[config.mk]
export PLATFORM = sky130hd
export DESIGN_NAME = lcdc_regs
export DESIGN_NICKNAME = d
export VERILOG_FILES = /design/src/rtl/lcdc_regs_pkg.sv /design/src/rtl/lcdc_pal_ram.sv /design/src/rtl/lcdc_irq_ctrl.sv /design/src/rtl/lcdc_geom.sv /design/src/rtl/lcdc_regs.sv
export SDC_FILE = /design/constraint.sdc
export NUM_CORES = 2
export LEC_CHECK = 0
export BUFFER_PORTS_ARGS = -buffer_cell sky130_fd_sc_hd__buf_2
export CAP_MARGIN = 15
export CORE_ASPECT_RATIO = 0.5
export CORE_MARGIN = 1.5
export CORE_UTILIZATION = 45
export CTS_CLUSTER_SIZE = 24
export DETAILED_ROUTE_END_ITERATION = 8
export SYNTH_ARGS = -nofsm -noshare
export SYNTH_HDL_FRONTEND = slang
export SYNTH_MEMORY_MAX_BITS = 65536
export SYNTH_SLANG_ARGS = --single-unit
[constraint.sdc]
create_clock -name clk -period 5 [get_ports clk]
set_input_delay 1 -clock clk [delete_from_list [all_inputs] [get_ports clk]]
set_output_delay 1 -clock clk [all_outputs]
set_load 0.02 [all_outputs]
[src/rtl/lcdc_regs_pkg.sv]
package lcdc_regs_pkg;

  typedef enum logic {SRC_REG, SRC_PAL} rd_src_e;

  localparam logic [9:0] SLOT_UBASE  = 10'd4;
  localparam logic [9:0] SLOT_LBASE  = 10'd5;
  localparam logic [9:0] SLOT_SIX    = 10'd6;
  localparam logic [9:0] SLOT_SEVEN  = 10'd7;
  localparam logic [9:0] SLOT_RAW    = 10'd8;
  localparam logic [9:0] SLOT_MSKD   = 10'd9;
  localparam logic [9:0] SLOT_CLR    = 10'd10;
  localparam logic [9:0] SLOT_UCUR   = 10'd11;
  localparam logic [9:0] SLOT_LCUR   = 10'd12;

  function automatic logic [7:0] id_byte(input logic [2:0] idx);
    case (idx)
      3'd0:    id_byte = 8'h10;
      3'd1:    id_byte = 8'h11;
      3'd2:    id_byte = 8'h04;
      3'd3:    id_byte = 8'h00;
      3'd4:    id_byte = 8'h0D;
      3'd5:    id_byte = 8'hF0;
      3'd6:    id_byte = 8'h05;
      default: id_byte = 8'hB1;
    endcase
  endfunction

endpackage

[src/rtl/lcdc_pal_ram.sv]
module lcdc_pal_ram #(
  parameter int DEPTH = 128,
  parameter int DW    = 32,
  localparam int AW   = $clog2(DEPTH)
) (
  input  logic          clk,
  input  logic          we,
  input  logic [AW-1:0] waddr,
  input  logic [DW-1:0] wdata,
  input  logic [AW-1:0] raddr,
  output logic [DW-1:0] rdata
);
  logic [DW-1:0] mem [DEPTH];

  // read-first single-clock store, infers block RAM
  always_ff @(posedge clk) begin
    if (we) mem[waddr] <= wdata;
    rdata <= mem[raddr];
  end
endmodule

[src/rtl/lcdc_irq_ctrl.sv]
module lcdc_irq_ctrl #(
  parameter int NIRQ = 5
) (
  input  logic            clk,
  input  logic            rst,
  input  logic [NIRQ-1:0] set,
  input  logic            clr_en,
  input  logic [NIRQ-1:0] clr_val,
  input  logic            mask_we,
  input  logic [NIRQ-1:0] mask_val,
  output logic [NIRQ-1:0] status,
  output logic [NIRQ-1:0] mask,
  output logic            irq
);
  logic [NIRQ-1:0] clr_bits;
  assign clr_bits = clr_en ? clr_val : '0;

  always_ff @(posedge clk) begin
    if (rst) begin
      status <= '0;
      mask   <= '0;
      irq    <= 1'b0;
    end else begin
      status <= (status & ~clr_bits) | set;
      if (mask_we) mask <= mask_val;
      irq <= |(status & mask);
    end
  end

  p_clear_wins_r7: assert property (@(posedge clk) disable iff (rst)
    clr_en |=> ((status & $past(clr_val) & ~$past(set)) == '0));

  p_irq_follows_r8: assert property (@(posedge clk) disable iff (rst)
    (|(status & mask)) |=> irq);

  p_irq_quiet_r8: assert property (@(posedge clk) disable iff (rst)
    ((status & mask) == '0) |=> !irq);
endmodule

[src/rtl/lcdc_geom.sv]
module lcdc_geom #(
  parameter int GEOM_W = 11
) (
  input  logic [31:0]       tim0,
  input  logic [31:0]       tim1,
  input  logic [31:0]       ctrl,
  output logic [GEOM_W-1:0] width,
  output logic [GEOM_W-1:0] height,
  output logic [2:0]        depth,
  output logic              en
);
  logic [GEOM_W-1:0] ppl_units;
  assign ppl_units = GEOM_W'(tim0[7:2]) + GEOM_W'(1);
  assign width     = ppl_units << 4;
  assign height    = GEOM_W'(tim1[9:0]) + GEOM_W'(1);
  assign depth     = ctrl[3:1];
  assign en        = ctrl[0] & ctrl[11];
endmodule

[src/rtl/lcdc_regs.sv]
module lcdc_regs
  import lcdc_regs_pkg::*;
#(
  parameter int NIRQ           = 5,
  parameter int PAL_DEPTH      = 128,
  parameter int PAL_AW         = $clog2(PAL_DEPTH),
  parameter int GEOM_W         = 11,
  parameter bit SWAP_MASK_CTRL = 1'b0
) (
  input  logic              clk,
  input  logic              rst,
  input  logic [11:0]       bus_addr,
  input  logic              bus_we,
  input  logic [31:0]       bus_wdata,
  output logic [31:0]       bus_rdata,
  input  logic [NIRQ-1:0]   stat_set,
  output logic              irq,
  output logic              pal_wr_en,
  output logic [PAL_AW-1:0] pal_wr_idx,
  output logic [31:0]       pal_wr_data,
  output logic [GEOM_W-1:0] panel_width,
  output logic [GEOM_W-1:0] panel_height,
  output logic [2:0]        panel_depth,
  output logic              panel_en
);
  localparam int NTIM = 4;

  logic [9:0]  widx;
  logic        reg_space, pal_hit, id_hit, unmapped;
  logic        wr_reg, wr_mask, wr_ctrl, wr_clr;
  logic [31:0] tim [NTIM];
  logic [31:0] ubase, lbase, ctrl;
  logic [NIRQ-1:0] status, mask;
  logic [31:0] rd_next, rd_val, pal_q;
  rd_src_e     rd_src;

  assign widx      = bus_addr[11:2];
  assign reg_space = (bus_addr[11:9] == 3'b000);
  assign pal_hit   = (bus_addr[11:9] == 3'b001);
  assign id_hit    = (bus_addr[11:5] == 7'h7F);
  assign unmapped  = !(pal_hit || id_hit || (reg_space && widx <= SLOT_LCUR));
  assign wr_reg    = bus_we && reg_space;
  assign wr_clr    = wr_reg && (widx == SLOT_CLR);

  generate
    if (SWAP_MASK_CTRL) begin : g_swapped
      assign wr_ctrl = wr_reg && (widx == SLOT_SIX);
      assign wr_mask = wr_reg && (widx == SLOT_SEVEN);
    end else begin : g_normal
      assign wr_mask = wr_reg && (widx == SLOT_SIX);
      assign wr_ctrl = wr_reg && (widx == SLOT_SEVEN);
    end
  endgenerate

  generate
    for (genvar k = 0; k < NTIM; k++) begin : g_tim
      always_ff @(posedge clk) begin
        if (rst) tim[k] <= '0;
        else if (wr_reg && widx == 10'(k)) tim[k] <= bus_wdata;
      end
    end
  endgenerate

  always_ff @(posedge clk) begin
    if (rst) begin
      ubase <= '0;
      lbase <= '0;
      ctrl  <= '0;
    end else begin
      if (wr_reg && widx == SLOT_UBASE) ubase <= bus_wdata;
      if (wr_reg && widx == SLOT_LBASE) lbase <= bus_wdata;
      if (wr_ctrl) ctrl <= bus_wdata;
    end
  end

  lcdc_irq_ctrl #(.NIRQ(NIRQ)) u_irq (
    .clk(clk), .rst(rst), .set(stat_set),
    .clr_en(wr_clr), .clr_val(bus_wdata[NIRQ-1:0]),
    .mask_we(wr_mask), .mask_val(bus_wdata[NIRQ-1:0]),
    .status(status), .mask(mask), .irq(irq)
  );

  lcdc_pal_ram #(.DEPTH(PAL_DEPTH), .DW(32)) u_pal (
    .clk(clk), .we(bus_we && pal_hit),
    .waddr(bus_addr[PAL_AW+1:2]), .wdata(bus_wdata),
    .raddr(bus_addr[PAL_AW+1:2]), .rdata(pal_q)
  );

  lcdc_geom #(.GEOM_W(GEOM_W)) u_geom (
    .tim0(tim[0]), .tim1(tim[1]), .ctrl(ctrl),
    .width(panel_width), .height(panel_height),
    .depth(panel_depth), .en(panel_en)
  );

  always_comb begin
    rd_next = '0;
    if (id_hit) begin
      rd_next = {24'd0, id_byte(bus_addr[4:2])};
    end else if (reg_space) begin
      case (widx)
        10'd0, 10'd1, 10'd2, 10'd3: rd_next = tim[widx[1:0]];
        SLOT_UBASE, SLOT_UCUR: rd_next = ubase;
        SLOT_LBASE, SLOT_LCUR: rd_next = lbase;
        SLOT_SIX:   rd_next = 32'(mask);
        SLOT_SEVEN: rd_next = ctrl;
        SLOT_RAW:   rd_next = 32'(status);
        SLOT_MSKD:  rd_next = 32'(status & mask);
        default:    rd_next = '0;
      endcase
    end
  end

  always_ff @(posedge clk) begin
    if (rst) begin
      rd_src      <= SRC_REG;
      rd_val      <= '0;
      pal_wr_en   <= 1'b0;
      pal_wr_idx  <= '0;
      pal_wr_data <= '0;
    end else begin
      rd_src      <= pal_hit ? SRC_PAL : SRC_REG;
      rd_val      <= rd_next;
      pal_wr_en   <= bus_we && pal_hit;
      pal_wr_idx  <= bus_addr[PAL_AW+1:2];
      pal_wr_data <= bus_wdata;
    end
  end

  assign bus_rdata = (rd_src == SRC_PAL) ? pal_q : rd_val;

  p_unmapped_zero_r11: assert property (@(posedge clk) disable iff (rst)
    unmapped |=> (bus_rdata == 32'd0));

  p_enable_gate_r5: assert property (@(posedge clk) disable iff (rst)
    (wr_ctrl && bus_wdata[0] && bus_wdata[11]) |=> panel_en);

  p_pal_forward_r10: assert property (@(posedge clk) disable iff (rst)
    (bus_we && pal_hit) |=> (pal_wr_en && pal_wr_data == $past(bus_wdata)));
endmodule

# [Word level (Yosys, flattened, before mapping)]
# Memories as Yosys holds them, arrays and structs flattened. A register that Yosys moved wholly into a read port is not among the register bits.
# Index checks and enable logic that the tools add are counted.
# Widths: inputs -> output; s select.
[op_classes] n_addsub=2 eq_ne=20 n_mux=27 n_bitwise=11 n_reduce_logical=19
[ops] op="$pmux 32 s7" n=1
[ops] op="$mux 32" n=5
[ops] op="$pmux 8 s7" n=1
[ops] op="$eq 10x4->1 const B" n=5
[ops] op="$eq 10x3->1 const B" n=4
[ops] op="$eq 10x2->1 const B" n=2
[ops] op="$mux 1" n=17
[ops] op="$mux 8" n=2
[ops] op="$and 5x5->5" n=3
[ops] op="$add 10x1->11 const B" n=1
[ops] op="$logic_and 1x1->1" n=11
[ops] op="$eq 10x1->1 const B" n=1
[ops] op="$logic_not 10->1" n=1
[ops] op="$eq 3x3->1 const B" n=3
[ops] op="$add 6x1->7 const B" n=1
[ops] op="$eq 7x7->1 const B" n=1
[ops] op="$eq 3x1->1 const B" n=2
[ops] op="$eq 3x2->1 const B" n=2
[ops] op="$logic_not 3->1" n=2
[ops] op="$mux 5" n=1
[ops] op="$not 5->5" n=1
[ops] op="$or 5x5->5" n=1
[ops] op="$reduce_or 5->1" n=1
[ops] op="$or 1x1->1" n=4
[ops] op="other kinds (5)" n=6
[totals] register_bits=180 mem_bits_rw=4224 inputBits=52 output_inout_bits=99 memories=2
[memory_table] memory="u_pal.mem" words=128 word_bits=32 rd=1 rd_clocked_by_memory_dff=1 write_ports=1 line="lcdc_pal_ram.sv:13" text="logic [DW-1:0] mem [DEPTH];"
[memory_table] memory="tim" words=4 word_bits=32 rd=3 rd_clocked_by_memory_dff=0 write_ports=4 line="lcdc_regs.sv:31" text="logic [31:0] tim [NTIM];"

# [Logic depth before layout (Yosys ltp)]
[logic_depth] depth_word=7 mapped_depth=10 depth_no_buf=5

# [Modules after synthesis]
# A second synthesis with hierarchy kept.
[hier_totals] hier_cells=7188 hier_area_um2=169072.2
[modules_own_cells] module="lcdc_pal_ram" n_inst=1 cells_each=5990 area_each_um2=156276.1 seq_area_each_um2=123638.6
[modules_own_cells] module="lcdc_regs" n_inst=1 cells_each=1117 area_each_um2=12064.1 seq_area_each_um2=7226.9
[modules_own_cells] module="lcdc_irq_ctrl" n_inst=1 cells_each=36 area_each_um2=411.6 seq_area_each_um2=220.2
[modules_own_cells] module="lcdc_geom" n_inst=1 cells_each=45 area_each_um2=320.3 seq_area_each_um2=0.0

# [Least setup slack after synthesis]
# OpenSTA, ideal clock, no wires.
[synth_path] path_type="input to register" from="input port bus_addr[2]" to="memory u_pal.mem[24][0] (enable)" setup_ps=421 t_arrival_ps=3820 t_required_ps=4579 slack_ps=758 path_stages=9 n_path_buf=6 path_cell_list="buf_2 > buf_2 > buf_4 > buf_2 > buf_2 > nor2_1 > nand2_1 > clkbuf_1 > nor2_1"
[synth_rtl] item="start, declared" line="lcdc_regs.sv:12" text="input logic [11:0] bus_addr,"
[synth_rtl] item="end, declared" line="lcdc_pal_ram.sv:13"
# Straight into the memory's write port.

==> metrics.txt <==
outcome=complete, but fails checks; failing checks=DRC; Final nets=9015; Die Span Y=437.7 um; Slew HR=13.00%; Seq pwr share=54.7%; GRT Util Overall=24.81%; Final Instance Area=193900 sq um; M1 WL=199400 um; Fin. Hold Viols=0; port buffer count=144; Clock Skew=0.06599 ns; crit path time final=3.558 ns; Pwr per Cell Area=385.4 nW/um^2; Pre-antenna DRT Iters=9; hold buffers post-CTS=0; FFs w/ async S/R, synth=0%; total number of vias=87.61k; crit end category=output port; Yosys reg bits=4436; switching share of power=21.93%; area grow syn2layout=14.06%; worst r2r path cells=6; row cnt=159; initial antenna violation count=35; Critical path origin=tim[1][1]$_SDFFCE_PN0P_; RR Startpoint=u_pal.mem[38][5]$_DFFE_PP_; Sink Count=4436; Setup TNS Final=0 ns; Tightest Hold Check Type=in -> reg; die area=381800 sq um; pin count of the biggest net entering global routing=99; worst-margin pin slew=1.305 ns; Leakage=62.97 nW; H-tree depth=5; Total Routed Length=483500 um; CTS tree=built; clk buf depth=4; number of global-route vias before repair=84.70k; share of layout cells above drive strength 1=23.88%; worst setup path class=reg -> out; Reg-to-Reg End=u_pal.rdata[5]$_DFF_P_; Num CTS Buffers=399; Clock Latency Late Sink=0.96 ns; register area share after synthesis=77.10%; Core ar.=375800 sq um; WL per Instance=33.88 um; post-CTS sizing=0; main flop type after synthesis=edfxtp_1; fmax=281.1 MHz; Slew Limit Fails=0; MaxCap Viol Count=0; I/O pins=151; placed instance area=181700 sq um; crit share post-route=71.15%; placer congestion estimate=0.8401; flop2flop setup slack=2.41 ns; Post-synth EDFFs=4224; Placed Instances=13.55k; sw power=16.39 mW; worst-path maximum fanout=4; initial core utilization=45.24%; Comb power frac=5.4%; Worst setup SP type=flip-flop; drt drc=2; Post-CTS Setup Inserts=0; met3 wire len=50340 um; Worst Setup EP=panel_height[8]; post-DP HPWL=289300 um; Clock transition at path regs=0.06 ns; Gate Count Post-Synth=8379; remaining antenna violation count=0; final setup fails=0; drt initial violations=12.24k; Int Pwr=58.34 mW; Top Layer Used=met5; DR vias/cell=6.139; setup repair after global routing missed its margin=no; metal2 WL=218600 um; Root Buffer=clkbuf_16; Worst EP arrival=2.56 ns; WP data required=4.00 ns; synthesis warning total=0; Mapped Avg Cell Area=20.29 sq um; Unique masters post-synth=69; die outline width=872.3 um; Hold WS=0.2843 ns; Clock power frac=39.8%; maximum vdd drop=296.7 uV; Final Non-Filler Cells=14.27k; Remaining Overflow, GRT=0; post-synthesis cell area=170000 sq um; first-pass GRT wire length=669000 um; Fillers=29.54k
[power by group through the flow]
stage	clock, mW	combinational (mW)	sequential, mW
after detailed placement	0	4.06	41.7
final	29.8	4.07	40.9
after CTS	30.1	4.06	40.9
after global placement	0	4.01	41.7
after floorplan	0	1.90	41.6
after global routing	31.5	4.23	40.9
[placed cells by master, fill, tap and decap left out, types with 99 or more instances in the layout]
| master | n |
|---|---|
| clkbuf_16 | 406 |
| edfxtp_1 | 4224 |
| nor2_4 | 129 |
| clkbuf_1 | 99 |
| o22ai_1 | 127 |
| a211o_1 | 128 |
| nor2_1 | 363 |
| a21oi_1 | 133 |
| nand2_1 | 292 |
| buf_12 | 124 |
| mux2i_1 | 768 |
| dfxtp_1 | 212 |
| buf_4 | 442 |
| o221ai_1 | 172 |
| mux4_2 | 799 |
| buf_2 | 106 |
[final cells by class]
class                      instances  area [sq um]  share of cell area, %
clock buffer                     514         10660                  5.494
multi-input combinational       3393         37570                  19.38
clock inverter                   197          1595                 0.8226
sequential                      4436        131100                  67.60
tap                             4991          6245                  3.220
antenna                            9         22.52                0.01161
timing repair buffer             696          6616                  3.412
inverter                          35         131.4                0.06775
[sequential cells by signal, summed over array words and instances (netlist names)]
register      count
u_irq.mask        5
pal_wr_data      32
u_irq.status      5
u_irq.irq         1
pal_wr_idx        7
ubase            32
u_pal.mem      4096
tim             128
rd_val           32
u_pal.rdata      32
lbase            32
pal_wr_en         1
rd_src            1
ctrl             32
[per-stage QoR]
| step | setup slack, ns | total power [mW] | utilization (%) |
|---|---|---|---|
| final | 1.442 | 74.73 | 51.60 |
| after global routing | 1.314 | 76.54 | 51.60 |
| after CTS | 1.391 | 75.04 | 51.60 |
| after detailed placement | 0.6141 | 45.75 | 48.34 |
| after global placement | 0.5818 | 45.70 | 48.34 |
| after floorplan | 0.7584 | 43.51 | - |
[worst max-delay path: stages (launching register included)]
cell      delay [ns]
edfxtp_1        0.46
ha_1            0.22
nand3_1         0.12
or2_2           0.36
nor2_1          0.14
xor2_1          0.15
buf_2           0.18
[worst min path at each step]
stage	to	slack, ns	depth (start not counted)	start
2_1_floorplan	ubase[2]$_SDFFE_PP0P_	0.43	2	ubase[2]$_SDFFE_PP0P_
3_3_place_gp	ubase[20]$_SDFFE_PP0P_	0.44	2	ubase[20]$_SDFFE_PP0P_
3_5_place_dp	lbase[22]$_SDFFE_PP0P_	0.45	2	lbase[22]$_SDFFE_PP0P_
4_1_cts	u_irq.status[3]$_SDFF_PP0_	0.23	3	stat_set[3]
5_1_grt	u_irq.status[1]$_SDFF_PP0_	0.28	3	stat_set[1]
6_report	u_irq.status[3]$_SDFF_PP0_	0.28	3	stat_set[3]
[cell usage after synthesis, drive strengths merged, types with 5 or more instances]
| library cell | instances | area, sq um |
|---|---|---|
| dfxtp | 212 | 4244 |
| buf | 276 | 1399 |
| a211o | 128 | 1121 |
| mux2i | 768 | 7687 |
| nand4 | 37 | 231.5 |
| xnor2 | 9 | 78.83 |
| nand2b | 37 | 231.5 |
| edfxtp | 4224 | 126800 |
| o22ai | 127 | 794.5 |
| o21ai | 10 | 50.04 |
| a21o | 86 | 645.6 |
| o22a | 42 | 367.9 |
| and3 | 6 | 37.54 |
| nand2 | 296 | 1111 |
| nand3 | 22 | 110.1 |
| o221ai | 172 | 1506 |
| nor4 | 5 | 67.56 |
| mux4 | 799 | 17990 |
| inv | 35 | 131.4 |
| o2111ai | 42 | 367.9 |
| mux2 | 33 | 371.6 |
| and2 | 6 | 37.54 |
| a222oi | 28 | 280.3 |
| nor2 | 492 | 1849 |
| o211ai | 42 | 315.3 |
| a21oi | 133 | 665.6 |
| xor2 | 5 | 43.79 |
| nor2b | 13 | 81.33 |
| clkbuf | 242 | 908.4 |
[metal layers]
metal | GRT usage, % | vias up
met5 | 0 | -
met4 | 6.895 | 8
met3 | 5.524 | 675
met2 | 37.66 | 4393
met1 | 36.49 | 46840
li1 | - | 35690
[logic make-up (layout without fill, tap and decap cells)]
group | count (synthesis) | count (layout) | share of synthesized area [%]
flops | 4436 | 4436 | 77.10
mux | 1600 | 1600 | 15.32
simple gates | 937 | 937 | 2.333
compound gates | 836 | 836 | 3.723
buf+inv | 553 | 1442 | 1.434
xor+xnor | 14 | 14 | 0.07212
fa+ha+maj | 2 | 2 | 0.01472
other cells | 1 | 13 | 0.002206
Power figures use the tool's default switching activity.
